[src/rtl/mtu_pkg.sv]
package mtu_pkg;
  typedef enum logic [2:0] {
    OP_ADD = 3'd0,
    OP_SUB = 3'd1,
    OP_AND = 3'd2,
    OP_OR  = 3'd3,
    OP_XOR = 3'd4
  } op_e;
endpackage

[src/rtl/fu_bus_pick.sv]
module fu_bus_pick #(
  parameter int DATA_W  = 32,
  parameter int NUM_BUS = 4,
  localparam int SEL_W  = (NUM_BUS > 1) ? $clog2(NUM_BUS) : 1
) (
  input  logic [NUM_BUS*DATA_W-1:0] buses,
  input  logic [SEL_W-1:0]          sel,
  output logic [DATA_W-1:0]         word
);
  always_comb begin
    word = '0;
    for (int i = 0; i < NUM_BUS; i++) begin
      if (sel == SEL_W'(i)) word = buses[i*DATA_W +: DATA_W];
    end
  end
endmodule

[src/rtl/fu_alu.sv]
module fu_alu #(
  parameter int DATA_W = 32
) (
  input  logic [2:0]        op,
  input  logic [DATA_W-1:0] a,
  input  logic [DATA_W-1:0] b,
  output logic [DATA_W-1:0] y
);
  import mtu_pkg::*;
  always_comb begin
    case (op_e'(op))
      OP_ADD:  y = a + b;
      OP_SUB:  y = a - b;
      OP_AND:  y = a & b;
      OP_OR:   y = a | b;
      OP_XOR:  y = a ^ b;
      default: y = '0;
    endcase
  end
endmodule

[src/rtl/fu_delay_line.sv]
module fu_delay_line #(
  parameter int DATA_W = 32,
  parameter int DEPTH  = 1
) (
  input  logic              clk,
  input  logic              rst,
  input  logic              in_v,
  input  logic [DATA_W-1:0] in_d,
  output logic              out_v,
  output logic [DATA_W-1:0] out_d
);
  generate
    if (DEPTH == 0) begin : g_pass
      assign out_v = in_v;
      assign out_d = in_d;
    end else begin : g_regs
      logic              v_q [DEPTH];
      logic [DATA_W-1:0] d_q [DEPTH];
      always_ff @(posedge clk) begin
        if (rst) begin
          for (int i = 0; i < DEPTH; i++) v_q[i] <= 1'b0;
        end else begin
          v_q[0] <= in_v;
          for (int i = 1; i < DEPTH; i++) v_q[i] <= v_q[i-1];
        end
        d_q[0] <= in_d;
        for (int i = 1; i < DEPTH; i++) d_q[i] <= d_q[i-1];
      end
      assign out_v = v_q[DEPTH-1];
      assign out_d = d_q[DEPTH-1];


      entry_advance_chk: assert property (@(posedge clk) disable iff (rst)
        in_v |=> v_q[0]);
    end
  endgenerate
endmodule

[src/rtl/fu_result_port.sv]
module fu_result_port #(
  parameter int DATA_W  = 32,
  parameter int NUM_BUS = 4,
  localparam int SEL_W  = (NUM_BUS > 1) ? $clog2(NUM_BUS) : 1
) (
  input  logic                      clk,
  input  logic                      rst,
  input  logic                      land,
  input  logic [DATA_W-1:0]         land_d,
  input  logic                      rd_req,
  input  logic [SEL_W-1:0]          rd_sel,
  output logic [NUM_BUS*DATA_W-1:0] bus_out,
  output logic                      res_valid
);
  logic [DATA_W-1:0]         r_q;
  logic                      v_q;
  logic [NUM_BUS*DATA_W-1:0] drv_q;
  logic [NUM_BUS-1:0]        lane_nz;

  always_ff @(posedge clk) begin
    if (rst) begin
      r_q   <= '0;
      v_q   <= 1'b0;
      drv_q <= '0;
    end else begin
      if (land) r_q <= land_d;
      if (land) v_q <= 1'b1;
      else if (rd_req) v_q <= 1'b0;
      for (int i = 0; i < NUM_BUS; i++) begin
        if (rd_req && rd_sel == SEL_W'(i)) drv_q[i*DATA_W +: DATA_W] <= r_q;
        else drv_q[i*DATA_W +: DATA_W] <= '0;
      end
    end
  end

  assign bus_out   = drv_q;
  assign res_valid = v_q;

  always_comb begin
    for (int i = 0; i < NUM_BUS; i++) lane_nz[i] = |drv_q[i*DATA_W +: DATA_W];
  end


  single_lane_chk: assert property (@(posedge clk) disable iff (rst)
    $countones(lane_nz) <= 1);

  idle_bus_chk: assert property (@(posedge clk) disable iff (rst)
    !rd_req |=> (bus_out == '0));

  land_sets_chk: assert property (@(posedge clk) disable iff (rst)
    land |=> res_valid);

  read_clears_chk: assert property (@(posedge clk) disable iff (rst)
    (rd_req && !land) |=> !res_valid);

  hold_chk: assert property (@(posedge clk) disable iff (rst)
    (!land && !rd_req) |=> ($stable(r_q) && $stable(res_valid)));
endmodule

[src/rtl/move_trig_unit.sv]
module move_trig_unit #(
  parameter int DATA_W  = 32,
  parameter int NUM_BUS = 4,
  parameter int LAT     = 3,
  localparam int SEL_W  = (NUM_BUS > 1) ? $clog2(NUM_BUS) : 1,
  localparam int DLY    = LAT - 2
) (
  input  logic                      clk,
  input  logic                      rst,
  input  logic [NUM_BUS*DATA_W-1:0] bus_in,
  input  logic [SEL_W-1:0]          opnd_sel,
  input  logic                      opnd_ld,
  input  logic [SEL_W-1:0]          trig_sel,
  input  logic                      trig_ld,
  input  logic [2:0]                opcode,
  input  logic                      rd_req,
  input  logic [SEL_W-1:0]          rd_sel,
  output logic [NUM_BUS*DATA_W-1:0] bus_out,
  output logic                      res_valid
);
  logic [DATA_W-1:0] opnd_word, trig_word, opnd_q, opnd_now, alu_y;
  logic              s0_v;
  logic [DATA_W-1:0] s0_a, s0_b;
  logic [2:0]        s0_op;
  logic              land_v;
  logic [DATA_W-1:0] land_d;

  fu_bus_pick #(.DATA_W(DATA_W), .NUM_BUS(NUM_BUS)) u_pick_o (
    .buses(bus_in), .sel(opnd_sel), .word(opnd_word));
  fu_bus_pick #(.DATA_W(DATA_W), .NUM_BUS(NUM_BUS)) u_pick_t (
    .buses(bus_in), .sel(trig_sel), .word(trig_word));

  // a same-cycle operand write feeds the trigger directly
  assign opnd_now = opnd_ld ? opnd_word : opnd_q;

  always_ff @(posedge clk) begin
    if (rst) begin
      opnd_q <= '0;
      s0_v   <= 1'b0;
      s0_a   <= '0;
      s0_b   <= '0;
      s0_op  <= '0;
    end else begin
      if (opnd_ld) opnd_q <= opnd_word;
      s0_v <= trig_ld;
      if (trig_ld) begin
        s0_a  <= opnd_now;
        s0_b  <= trig_word;
        s0_op <= opcode;
      end
    end
  end

  fu_alu #(.DATA_W(DATA_W)) u_alu (
    .op(s0_op), .a(s0_a), .b(s0_b), .y(alu_y));

  fu_delay_line #(.DATA_W(DATA_W), .DEPTH(DLY)) u_dly (
    .clk(clk), .rst(rst), .in_v(s0_v), .in_d(alu_y),
    .out_v(land_v), .out_d(land_d));

  fu_result_port #(.DATA_W(DATA_W), .NUM_BUS(NUM_BUS)) u_rport (
    .clk(clk), .rst(rst), .land(land_v), .land_d(land_d),
    .rd_req(rd_req), .rd_sel(rd_sel), .bus_out(bus_out), .res_valid(res_valid));


  launch_chk: assert property (@(posedge clk) disable iff (rst)
    trig_ld |=> s0_v);

  bypass_chk: assert property (@(posedge clk) disable iff (rst)
    (trig_ld && opnd_ld) |=> (s0_a == opnd_q));
endmodule

[config.mk]
export PLATFORM = sky130hd
export DESIGN_NAME = move_trig_unit
export DESIGN_NICKNAME = d
export VERILOG_FILES = /design/src/rtl/mtu_pkg.sv /design/src/rtl/fu_bus_pick.sv /design/src/rtl/fu_alu.sv /design/src/rtl/fu_delay_line.sv /design/src/rtl/fu_result_port.sv /design/src/rtl/move_trig_unit.sv
export SDC_FILE = /design/constraint.sdc
export NUM_CORES = 1
export LEC_CHECK = 0
export ABC_CLOCK_PERIOD_IN_PS = 4600
export BUFFER_PORTS_ARGS = -buffer_cell sky130_fd_sc_hd__buf_2
export CELL_PAD_IN_SITES_DETAIL_PLACEMENT = 1
export CELL_PAD_IN_SITES_GLOBAL_PLACEMENT = 1
export CORE_MARGIN = 5
export CORE_UTILIZATION = 43
export DETAILED_ROUTE_END_ITERATION = 12
export GPL_TIMING_DRIVEN = 0
export PLACE_DENSITY = 0.9
export SLEW_MARGIN = 20
export SYNTH_ARGS = -nofsm -noshare
export SYNTH_HDL_FRONTEND = slang
export SYNTH_SLANG_ARGS = --single-unit
[constraint.sdc]
create_clock -name clk -period 4.6 [get_ports clk]
set_input_delay 0.46 -clock clk [delete_from_list [all_inputs] [get_ports clk]]
set_output_delay 0.46 -clock clk [all_outputs]
set_load 0.005 [all_outputs]
==> out/metrics.yaml <==
critical_path:
  critical_path.cell_chain: "clkbuf_1 -> clkinv_2 -> nor2_4 -> buf_2 -> a21oi_1 -> xnor2_1 -> ha_1 -> o21ai_1 -> a21o_1 -> a211o_1 -> nor2_1 -> o211ai_1 -> a211oi_1 -> nor4_1 -> o31ai_1"
  crit_path_start_kind: "register"
  crit_slowest_cell: "a211oi_1"
  crit_fanout: 10
  worstPathRequired_ns: 5.01
  crit_type: "register to register"
  path_delay_family: "compound AO/OA/AOI/OAI gates"
  worstPathArrival_ns: 4.79
  max_stage_delay_ns: 0.47
  path_buf_inv: 3
  end_kind: "register"
place:
  place_inst: 2155
  routabilityCongestion: 0.907
  port_buffers: 266
  dpl.hpwl_um: 36100
sta:
  setup_violations: 0
  slew_violations: 0
  maxSlewHeadroom_pct: 40.0
  whs_ns: 0.140
  fin_skew_ns: 0.00883
  clock.fmax_mhz: 228
  period_share_pct: 95.3
  worstMarginPinSlew_ns: 0.888
  hold_violations: 0
  period_minus_slack_ns: 4.38
cts:
  worstSkewPairLatency_ns: 0.55
  numCtsBuffers: 29
  cts_max_level: 1
  tritoncts: "done"
  clk_pin_slew_ns: 0.07
  cts-root-buf: "clkbuf_16"
  clkSinkCount: 294
  cts_max_path_buffers: 3
status:
  status: "completed"
routing:
  avgViaCountPerCell: 5.42
  ant_nets: 0
  wirelength_um: 45900
  routedWlPerCell_um: 20.8
  drt_iter0_drc: 541
  vias: 11954
  drtPass1Iterations: 5
  drc: 0
min_path:
  hp-class: "primary input to register"
die:
  core_area_mm2: 0.0333
  fp.dieW_um: 193
  ios: 271
  die_area_mm2: 0.0371
  initial_core_util_pct: 43.1
  die_h_um: 193
  core.rowCount: 67
synth:
  synth-seq-cells: 294
  synth_flop_cell: "dfxtp_1"
  yosysUniqueCellTypes: 61
  syn_area_mm2: 0.0144
  ys_seq_area_share_pct: 41.0
  synthArstFlopShare_pct: 0
  synth_edf_count: 0
  synth_cells: 1441
  synth_fp_nets: 1680
  ys.warnings.count: 0
  synth_area_per_cell_um2: 9.96
finish:
  drive_gt1_share_pct: 23.2
  final_nets: 1979
  nFillCells: 3802
  antennaDiodeCount: 0
  fin_util_pct: 52.0
  stdcell_count: 2206
  areaGrowthSynthToFinish_pct: 20.6
pwr:
  power.density_mw_per_mm2: 387
  p_leak_nw: 7.72
  ir_drop_mv: 0.227
global_routing:
  grt_pass1_wl_um: 71600
  grt_antenna_before_repair: 1
  grt_pass1_vias: 12942
  track_usage_pct: 24.3
  grt_overflow: 0
  grt_max_degree: 15
job:
  maxCapViolations: 0
-- worst min-delay path, delay by kind of cell --
kind	cells	cell delay, ns
mux	1	0.05
simple gates	1	0.07
buf+inv	1	0.07
-- logic make-up after synthesis --
| kind of cell | Yosys count | share of synthesized area (%) |
|---|---|---|
| and+or+nand+nor | 432 | 14.9 |
| xor gates and xnor gates | 55 | 3.36 |
| muxes | 165 | 17.1 |
| AOI/OAI and AO/OA | 240 | 10.9 |
| DFF | 294 | 41.0 |
| buffers and inverters | 158 | 4.19 |
| adders and majority gates | 97 | 8.51 |
-- layout by cell type (no fill, tap or decap), types with 4 or more instances in the layout --
cell type,n
dfxtp_1,294
buf_2,274
nor2_1,193
and2_1,128
mux2i_1,101
ha_1,96
inv_1,73
a21oi_1,71
clkbuf_1,67
mux4_2,64
a211oi_1,56
xnor2_1,45
nand2_1,41
o21ai_0,35
clkbuf_16,29
a21o_1,15
nand3_1,13
nor3_1,11
xor2_1,10
nand4_1,9
buf_1,9
o21ai_1,8
a31oi_1,7
o31ai_1,6
and3_1,6
nor2b_1,6
o221ai_1,6
bufinv_16,5
clkinv_2,4
nand2b_1,4
clkbuf_8,4
-- routing by layer --
layer  wire length [µm]  track usage, %  vias to the layer above
met5                 13               0                        -
met4               1000            6.14                        2
met3               3040            3.36                       79
met2              22600            43.5                      426
met1              19300            30.8                     5831
li1                   -               -                     5616
-- metrics by stage --
stage / power [mW] / worst slack, ns / TNS (ns) / instance area, µm²
after CTS: 6.72 / 0.00269 / 0 / 17300
after detailed placement: 4.22 / -0.681 / -3.62 / 16200
after global routing: 7.04 / -0.0174 / -0.0174 / 17300
final: 6.71 / 0.216 / 0 / 17300
after floorplan: 3.78 / 1.13 / 0 / 14400
after global placement: 4.15 / -0.553 / -2.53 / 16200
-- area by class of cell --
class                   instances  area, µm²  area share (%)
multi-input cells             989       7910            45.7
flip-flops and latches        294       5890            34.0
repair buffers                269       1350            7.82
clock buffers                  37        796            4.60
well taps                     448        561            3.24
plain buffers                  82        320            1.85
inverters                      75        283            1.63
clock inverters                12        201            1.16
-- flip-flops by register name, summed over array words and instances, names as in the netlist --
name	count
u_rport.r_q	32
s0_b	32
s0_v	1
u_dly.g_regs.d_q	32
s0_op	3
opnd_q	32
u_dly.g_regs.v_q	1
u_rport.res_valid	1
u_rport.bus_out	128
s0_a	32
-- where the power goes --
part	total [mW]	switching (mW)	internal, mW
combinational	1.34	0.772	0.566
clock	2.49	0.993	1.50
sequential	2.88	0.143	2.73
total	6.71	1.91	4.80
-- Yosys cell counts, drive strengths merged, types with 3 or more instances --
master,number,area (µm²)
dfxtp,294,5890
nor2,195,732
and2,128,801
mux2i,101,1010
ha,96,1200
inv,73,274
a21oi,71,355
clkbuf,67,251
mux4,64,1440
a211oi,57,428
xnor2,45,394
nand2,43,161
o21ai,43,215
buf,16,68.8
a21o,15,113
nand3,13,65.1
nor3,12,71.3
nand4,10,68.8
xor2,10,87.6
a31oi,7,43.8
o31ai,7,57.6
and3,6,37.5
nor2b,6,37.5
nor4,6,67.6
o221ai,6,52.6
nand2b,4,25.0
a21boi,3,22.5
a22oi,3,22.5
and4,3,28.8
o21a,3,22.5
o21bai,3,22.5
o31a,3,26.3
or2,3,21.3
-- final timing paths --
kind                                                 to  slack, ns               startpoint  depth (start not counted)
worst min-delay path                           s0_op[2]       0.14                opcode[2]                          3
worst min register to register          u_rport.r_q[20]       0.47  u_dly.g_regs.d_q[0][20]                          2
worst max-delay path            u_dly.g_regs.d_q[0][23]       0.22                 s0_op[0]                         15
worst max register to register  u_dly.g_regs.d_q[0][23]       0.22                 s0_op[0]                         15
-- timing repair --
| item | 4_1_cts | 5_1_grt |
|---|---|---|
| pin swaps | 0 | 2 |
| resized for setup | 8 | 10 |
| setup buffers | 0 | 3 |
| setup endpoints to repair | 14 | 4 |
| hold buffers | 0 | 0 |
(Power assumes the default switching activity.)
